--- config.mk ---
export PLATFORM = sky130hd
export DESIGN_NAME = cmpl_irq_coalesce
export DESIGN_NICKNAME = d
export VERILOG_FILES = /design/src/rtl/cmpl_coal_pkg.sv /design/src/rtl/ccoal_count.sv /design/src/rtl/ccoal_timer.sv /design/src/rtl/ccoal_decide.sv /design/src/rtl/cmpl_irq_coalesce.sv
export SDC_FILE = /design/constraint.sdc
export NUM_CORES = 1
export LEC_CHECK = 0
export ABC_AREA = 1
export CAP_MARGIN = 0
export CORE_UTILIZATION = 54
export DETAILED_ROUTE_END_ITERATION = 7
export PLACE_DENSITY = 0.81
export SYNTH_ARGS = -nofsm -noshare
export SYNTH_HDL_FRONTEND = slang
export SYNTH_SLANG_ARGS = --single-unit
--- constraint.sdc ---
create_clock -name clk -period 3.24 [get_ports clk]
set_input_delay 0.324 -clock clk [delete_from_list [all_inputs] [get_ports clk]]
set_output_delay 0.324 -clock clk [all_outputs]
set_load 0.005 [all_outputs]
--- src/rtl/cmpl_coal_pkg.sv ---
// Package: shared defaults and the timer action type for the completion
// interrupt coalescing counter. Assumes nothing beyond IEEE 1800-2017.
package cmpl_coal_pkg;
    localparam int DEF_CNT_W       = 20;
    localparam int DEF_TWAIT_W     = 16;
    localparam int DEF_NWAIT_W     = 20;
    localparam int DEF_TSCALE_LOG2 = 10;

    // What the hold-off timer does on the next edge.
    typedef enum logic [1:0] {
        TMR_CLEAR = 2'd0,
        TMR_HOLD  = 2'd1,
        TMR_STEP  = 2'd2
    } tmr_act_e;
endpackage

--- src/rtl/ccoal_count.sv ---
// Module: pending-result counter. Applies a direct load, or else the net
// effect of a one-step increment and an acknowledge subtraction. The
// result is clamped to the range [0, all-ones].
// Assumes: single clock, synchronous active-low reset.
module ccoal_count #(
    parameter int CNT_W = 20
) (
    input  logic             clk,
    input  logic             rst_n,
    input  logic             load,
    input  logic [CNT_W-1:0] load_val,
    input  logic             inc,
    input  logic             sub_en,
    input  logic [CNT_W-1:0] sub_val,
    output logic [CNT_W-1:0] cnt_q
);
    localparam int EXT_W = CNT_W + 1;

    logic [EXT_W-1:0] sum_ext;
    logic [EXT_W-1:0] sub_ext;
    logic [EXT_W-1:0] diff_ext;
    logic [CNT_W-1:0] cnt_nxt;

    // Net change with clamping at both ends; a load takes priority.
    always_comb begin
        sum_ext  = {1'b0, cnt_q} + EXT_W'(inc);
        sub_ext  = sub_en ? {1'b0, sub_val} : '0;
        diff_ext = sum_ext - sub_ext;
        if (load)
            cnt_nxt = load_val;
        else if (sub_ext >= sum_ext)
            cnt_nxt = '0;
        else if (diff_ext[CNT_W])
            cnt_nxt = '1;
        else
            cnt_nxt = diff_ext[CNT_W-1:0];
    end

    // Count register.
    always_ff @(posedge clk) begin
        if (!rst_n) cnt_q <= '0;
        else        cnt_q <= cnt_nxt;
    end
endmodule

--- src/rtl/ccoal_timer.sv ---
// Module: saturating hold-off timer. Clears on restart or while nothing is
// pending, and steps on tick otherwise.
// Assumes: `pending` reflects the registered count.
module ccoal_timer
    import cmpl_coal_pkg::*;
#(
    parameter int TMR_W = 26
) (
    input  logic             clk,
    input  logic             rst_n,
    input  logic             restart,
    input  logic             pending,
    input  logic             tick,
    output logic [TMR_W-1:0] tmr_q
);
    tmr_act_e act;

    // Choose the timer action for the coming edge.
    always_comb begin
        if (restart || !pending)
            act = TMR_CLEAR;
        else if (tick && (tmr_q != '1))
            act = TMR_STEP;
        else
            act = TMR_HOLD;
    end

    // Timer register.
    always_ff @(posedge clk) begin
        if (!rst_n) begin
            tmr_q <= '0;
        end else begin
            unique case (act)
                TMR_CLEAR: tmr_q <= '0;
                TMR_STEP:  tmr_q <= tmr_q + 1'b1;
                default:   tmr_q <= tmr_q;
            endcase
        end
    end
endmodule

--- src/rtl/ccoal_decide.sv ---
// Module: interrupt decision. Combines the count threshold (zero acts as
// one) and the scaled time threshold (zero disables it), then gates the
// result with the enable.
// Assumes: all inputs are registered state; the output is a level.
module ccoal_decide #(
    parameter int CNT_W       = 20,
    parameter int TWAIT_W     = 16,
    parameter int NWAIT_W     = 20,
    parameter int TSCALE_LOG2 = 10,
    parameter int TMR_W       = TWAIT_W + TSCALE_LOG2
) (
    input  logic [CNT_W-1:0]   cnt,
    input  logic [TMR_W-1:0]   tmr,
    input  logic [TWAIT_W-1:0] twait,
    input  logic [NWAIT_W-1:0] nwait,
    input  logic               ena,
    output logic               irq
);
    localparam int CMP_W = (CNT_W > NWAIT_W) ? CNT_W : NWAIT_W;

    logic [TMR_W-1:0]   thr;
    logic [NWAIT_W-1:0] nwait_eff;
    logic               time_hit;
    logic               cnt_hit;

    // Scaled time threshold; the scale may be 1 (no shift).
    generate
        if (TSCALE_LOG2 == 0) begin : g_noscale
            assign thr = TMR_W'(twait);
        end else begin : g_scale
            assign thr = {twait, {TSCALE_LOG2{1'b0}}};
        end
    endgenerate

    // Evaluate both conditions and gate with enable and nonzero count.
    always_comb begin
        nwait_eff = (nwait == '0) ? NWAIT_W'(1) : nwait;
        time_hit  = (twait != '0) && (tmr >= thr);
        cnt_hit   = CMP_W'(cnt) >= CMP_W'(nwait_eff);
        irq       = ena && (cnt != '0) && (time_hit || cnt_hit);
    end
endmodule

--- src/rtl/cmpl_irq_coalesce.sv ---
// Module: per-queue completion interrupt coalescing counter (top).
// Holds the programmed wait values and the write-1-to-set enable, and ties
// together the counter, the hold-off timer and the decision logic.
// Assumes: register writes arrive as single-cycle strobes with data.
module cmpl_irq_coalesce
    import cmpl_coal_pkg::*;
#(
    parameter int CNT_W       = DEF_CNT_W,
    parameter int TWAIT_W     = DEF_TWAIT_W,
    parameter int NWAIT_W     = DEF_NWAIT_W,
    parameter int TSCALE_LOG2 = DEF_TSCALE_LOG2
) (
    input  logic               clk,
    input  logic               rst_n,
    input  logic               tick,
    input  logic               cmpl_vld,
    input  logic               cmpl_notify,
    input  logic               ack_we,
    input  logic [CNT_W-1:0]   ack_val,
    input  logic               cnt_we,
    input  logic [CNT_W-1:0]   cnt_val,
    input  logic               twait_we,
    input  logic [TWAIT_W-1:0] twait_val,
    input  logic               nwait_we,
    input  logic [NWAIT_W-1:0] nwait_val,
    input  logic               ena_we,
    input  logic               ena_bit,
    output logic [CNT_W-1:0]   cnt_rd,
    output logic               irq
);
    localparam int TMR_W = TWAIT_W + TSCALE_LOG2;

    logic [TWAIT_W-1:0] twait_q;
    logic [NWAIT_W-1:0] nwait_q;
    logic               ena_q;
    logic [CNT_W-1:0]   cnt_q;
    logic [TMR_W-1:0]   tmr_q;

    // Programmed wait values and the sticky enable.
    always_ff @(posedge clk) begin
        if (!rst_n) begin
            twait_q <= '0;
            nwait_q <= '0;
            ena_q   <= 1'b0;
        end else begin
            if (twait_we)          twait_q <= twait_val;
            if (nwait_we)          nwait_q <= nwait_val;
            if (ena_we && ena_bit) ena_q   <= 1'b1;
        end
    end

    ccoal_count #(.CNT_W(CNT_W)) u_count (
        .clk      (clk),
        .rst_n    (rst_n),
        .load     (cnt_we),
        .load_val (cnt_val),
        .inc      (cmpl_vld && cmpl_notify),
        .sub_en   (ack_we),
        .sub_val  (ack_val),
        .cnt_q    (cnt_q)
    );

    ccoal_timer #(.TMR_W(TMR_W)) u_timer (
        .clk     (clk),
        .rst_n   (rst_n),
        .restart (ack_we || cnt_we),
        .pending (cnt_q != '0),
        .tick    (tick),
        .tmr_q   (tmr_q)
    );

    ccoal_decide #(
        .CNT_W       (CNT_W),
        .TWAIT_W     (TWAIT_W),
        .NWAIT_W     (NWAIT_W),
        .TSCALE_LOG2 (TSCALE_LOG2),
        .TMR_W       (TMR_W)
    ) u_decide (
        .cnt   (cnt_q),
        .tmr   (tmr_q),
        .twait (twait_q),
        .nwait (nwait_q),
        .ena   (ena_q),
        .irq   (irq)
    );

    assign cnt_rd = cnt_q;
endmodule

==> results.md <==
- After detailed routing, the number of vias per cell comes to 5.67.
- The first-pass iteration count of the detailed router is 8.
- Of the total power, the share spent switching nets is 37.2%.
- The worst-case hold slack is 0.479 ns.
- The setup clock skew after layout is 0.0106 ns.
- The number of DRC markers after the initial detailed-route iteration is 919.
- The number of antenna diodes in the final layout is 0.
- The maximum cell stage delay along the critical path is 0.40 ns.
- The highest-delay cell along the critical path is sky130_fd_sc_hd__ha_1.
- The hold violation total from the final report is 0.
- The worst setup slack for register-to-register paths is -0.04 ns.
- The relative slew slack is 32.6%.
- In the synthesized netlist the dominant register cell turns out to be sky130_fd_sc_hd__dfxtp_1.
- The initial utilization of the core area, before any placement, comes to 56.4%.
- Sequential cells account for 29.4% of the total power.
- After synthesis, flip-flops and latches occupy 25.4% of the total area.
- Once detail routing completed, the nets flagged for antenna violations numbered 0.
- The endpoint class of the critical path is a flip-flop.
- The power density normalized to cell area is 413 nW/um2.
- The startpoint of the worst register-to-register path is u_count.cnt_q[0].
- The final net count is 1417.
- The flow ran to the end, but the final reports show violations.
- The share of the core filled with cells is 80.5%.
- The static leakage is 4.39 nW.
- The floorplan step defined a die boundary enclosing 12600 um2.
- Cells with a size suffix above 1 make up 16.8% of the layout.
- The routed layout has 8033 vias.
- The depth of the critical timing path with buffers and inverters included is 21.
- The number of max-slew violations in the final report is 0.
- Measured along the y axis, the die boundary spans 112 um.
- The count of hold-fix buffers inserted at cts is 0.
- The number of flops mapped to enable cells by yosys is 0.
- The design draws 3.86 mW.
- The kind of critical path is flip-flop to flip-flop.
- The TritonCTS clock tree is built.
- The routed design has 23800 um of wire.
- In the post-synthesis netlist, the biggest area contributors are sky130_fd_sc_hd__dfxtp_1 (25%), sky130_fd_sc_hd__nand2_1 (18%), sky130_fd_sc_hd__ha_1 (11%).
- The kind of cell with the highest combined delay along the critical path is simple AND/OR/NAND/NOR gates.
- After detailed routing, the number of remaining DRC violations is 18.
- Setup violations remaining at the end of the flow were counted as 13.
- The count of boundary I/O pins is 108.
- Tracing the worst setup path back leads to its startpoint at u_count.cnt_q[0].
- Clock-pin slew was measured on the worst setup and hold paths at 0.06 ns.
- The post-synthesis instance total is 1056.
- Internal power comes to 2.42 mW.
- The count of warnings emitted by yosys is 0.
- The post-detailed-route wirelength per cell is 16.8 um.
- The number of clock buffers added by TritonCTS is 9.
- The H-tree generated during clock tree synthesis spans 3 levels.
- No sink is reached through more buffers than the 2 on the longest clock path.
- The largest vdd supply drop is 0.000345 V.
- The clock sink total is 83.
- Counting the fill cells in the layout gives 786.
- In this run the worst setup path terminates at u_count.cnt_q[19].
- The final clock period utilization by the worst path is 101%.
- The floorplan has 39 rows.
- Summed over all nets, the switching power comes to 1.44 mW.
- The class of the worst hold path is flip-flop to flip-flop.
- The depth of the worst register-to-register path is 21.
- The clock latency at the later pin of the worst-skew pair is 0.34 ns.
- The total of max-cap violations is 0.
- Once routing completed, OpenROAD measured the worst setup slack at -0.0398 ns.
- The critical path data arrival time is 3.49 ns.
- The most frequent cell on the critical path is sky130_fd_sc_hd__nand2_1.
- The share of flip-flops with an asynchronous set or reset is 0%.
- After synthesis, the largest area contributor takes up 25.4% of total cell area.
- The netlist uses 36 different library cells.
- Static timing analysis puts the maximum clock frequency at 0.305 GHz.
- In this run the tool buffered the top-level ports with 107 buffer cells.
- The per-instance average area after synthesis is 6.20 um2.
- The combinational cell fraction of total power is 46.2%.
- The summed instance area of the synthesized netlist is 6550 um2.
- Across every metal layer, demand over resource in global routing totals 35.4%.
- The half-perimeter wire length after detailed placement is 16100 um.
- The clock period minus worst slack is 3.28 ns.
- The pin slew with the least headroom to its limit is 1.01 ns.
- In this run the worst path has a maximum fanout of 4.
- The core region is 11600 um2.
- The remaining global-route overflow is 0.
- Synthesis produced a netlist with a net count of 1204.
- Setup repair after global routing could not meet its margin everywhere.
- The leading area contributor after synthesis is sky130_fd_sc_hd__dfxtp_1.
- The flip-flop and latch count after synthesis is 83.
- The die is 112 um wide.
- Traced cell by cell, the critical path runs through ha_4 -> ha_4 -> nand2_4 -> nor2_4 -> nand3_4 -> nor2_4 -> nand3_1 -> xor2_1 -> ha_1 -> buf_4 -> nand2_1 -> nor2_1 -> inv_1 -> nor2_1 -> nand3b_1 -> nand3_1 -> nand2_1 -> nand2_1 -> nand2_1 -> nand2_1 -> a21oi_2.
- Per report_power, the clock group accounts for 24.4% of the total.
- The initial antenna violation count is 0.
- The library cell used as clock root buffer is sky130_fd_sc_hd__clkbuf_16.
- The number of buffers and inverters on the critical path is 2.
- The area overhead of the layout relative to synthesis is 42.7%.
- The first global-routing pass estimated 35500 um of wire.
- STA classifies the critical path startpoint as a flip-flop.
- Entering global routing, the biggest net connects 40 pins.
- The required time of the critical path is 3.45 ns.
- The summed negative setup slack over all endpoints is -0.266 ns.
- The number of global-route vias before repair was 7562.
- The checks that failed: DRC, setup timing.
- The reg-to-reg endpoint is u_count.cnt_q[19].
- The global placer's final weighted congestion is 1.05.
==> registers in the layout (all words and copies together), names as in the netlist <==
signal / cells
ena_q: 1
u_count.cnt_q: 20
u_timer.tmr_q: 26
twait_q: 16
nwait_q: 20
==> worst min-delay path by stage <==
| stage | to | startpoint | cells past startpoint |
|---|---|---|---|
| after floorplan | ena_q | ena_q | 2 |
| after global placement | twait_q[14] | twait_q[14] | 2 |
| after detailed placement | twait_q[4] | twait_q[4] | 2 |
| after CTS | twait_q[3] | twait_q[3] | 2 |
| after global routing | twait_q[7] | twait_q[7] | 2 |
| final | nwait_q[19] | nwait_q[19] | 2 |
==> routing by layer <==
layer  part of all wire, %  global-route usage (%)
met5                     0                       0
met4                   5.5                    19.9
met3                   8.2                    5.35
met2                    47                    61.3
met1                    39                    42.0
==> area by class of cell <==
class | count | area [um2] | area share, %
clock buffers | 10 | 229 | 2.45
repair buffers | 227 | 2080 | 22.3
clock inverters | 6 | 42.5 | 0.455
flip-flops and latches | 83 | 1660 | 17.8
well taps | 143 | 179 | 1.91
multi-input cells | 784 | 4540 | 48.5
inverters | 164 | 616 | 6.59
==> synth_stat cells, drive strengths merged, types with 4 or more instances <==
| master | count |
|---|---|
| nor3 | 26 |
| o21bai | 4 |
| inv | 162 |
| nand2 | 311 |
| nor4 | 11 |
| o21ai | 52 |
| nand3 | 54 |
| nand4 | 18 |
| ha | 60 |
| dfxtp | 83 |
| buf | 7 |
| a21oi | 100 |
| xor2 | 22 |
| nand3b | 9 |
| xnor2 | 14 |
| clkbuf | 19 |
| nor2 | 93 |
==> worst reg2reg max path, cell delays in order, from the launching register on <==
cell and delay, ns:
sky130_fd_sc_hd__dfxtp_2 0.36, sky130_fd_sc_hd__ha_4 0.17, sky130_fd_sc_hd__ha_4 0.15, sky130_fd_sc_hd__nand2_4 0.06, sky130_fd_sc_hd__nor2_4 0.20, sky130_fd_sc_hd__nand3_4 0.13, sky130_fd_sc_hd__nor2_4 0.12, sky130_fd_sc_hd__nand3_1 0.10
sky130_fd_sc_hd__xor2_1 0.15, sky130_fd_sc_hd__ha_1 0.40, sky130_fd_sc_hd__buf_4 0.15, sky130_fd_sc_hd__nand2_1 0.09, sky130_fd_sc_hd__nor2_1 0.21, sky130_fd_sc_hd__inv_1 0.06, sky130_fd_sc_hd__nor2_1 0.14, sky130_fd_sc_hd__nand3b_1 0.12
sky130_fd_sc_hd__nand3_1 0.10, sky130_fd_sc_hd__nand2_1 0.06, sky130_fd_sc_hd__nand2_1 0.14, sky130_fd_sc_hd__nand2_1 0.09, sky130_fd_sc_hd__nand2_1 0.09, sky130_fd_sc_hd__a21oi_2 0.06
==> power groups by stage <==
| stage | Clock [mW] | Sequential, mW | Combinational [mW] |
|---|---|---|---|
| after detailed placement | 0 | 1.15 | 1.42 |
| after global placement | 0 | 1.15 | 1.40 |
| after global routing | 0.987 | 1.14 | 1.91 |
| after floorplan | 0 | 1.15 | 0.751 |
| after CTS | 0.943 | 1.13 | 1.54 |
| final | 0.942 | 1.13 | 1.78 |
==> cells by family (layout without fill, tap and decap cells) <==
group	after synthesis	in the layout	synth area share (%)
buf+inv	190	407	11.3
xor+xnor	36	36	4.81
fa+ha+maj	61	61	11.8
flops	83	83	25.4
compound gates	161	162	12.9
simple gates	525	525	33.9
==> cell usage in the layout (no fill, tap or decap), drive strengths merged <==
| cell | Yosys | final |
|---|---|---|
| nand2 | 311 | 311 |
| inv | 162 | 162 |
| buf | 7 | 118 |
| clkdlybuf4s50 | 0 | 105 |
| a21oi | 100 | 101 |
| nor2 | 93 | 93 |
| dfxtp | 83 | 83 |
| ha | 60 | 60 |
| nand3 | 54 | 54 |
| o21ai | 52 | 52 |
| nor3 | 26 | 26 |
| xor2 | 22 | 22 |
| nand4 | 18 | 18 |
| xnor2 | 14 | 14 |
| clkbuf | 19 | 12 |
| nor4 | 11 | 11 |
| nand3b | 9 | 9 |
| clkinv | 2 | 6 |
| o21bai | 4 | 4 |
| nor3b | 2 | 2 |
| clkinvlp | 0 | 2 |
| dlymetal6s2s | 0 | 2 |
| a41o | 1 | 1 |
| o21a | 1 | 1 |
| a211oi | 1 | 1 |
| a21boi | 1 | 1 |
| and2 | 1 | 1 |
| a21o | 1 | 1 |
| fa | 1 | 1 |
==> metrics by stage <==
step                      cells  cell area [um2]  setup slack, ns
after global placement     1378             8440           -0.783
after CTS                  1408             9030          0.00789
after detailed placement   1378             8440           -0.873
after global routing       1417             9350           -0.238
final                      1417             9350          -0.0398
after floorplan            1056             6550            0.283
==> what timing repair did <==
action,CTS,global route
pin swaps,15,35
cloned,2,2
setup buffers,12,7
resized for setup,40,58
endpoints found under the setup margin,20,21
Power figures use the tool's default switching activity.
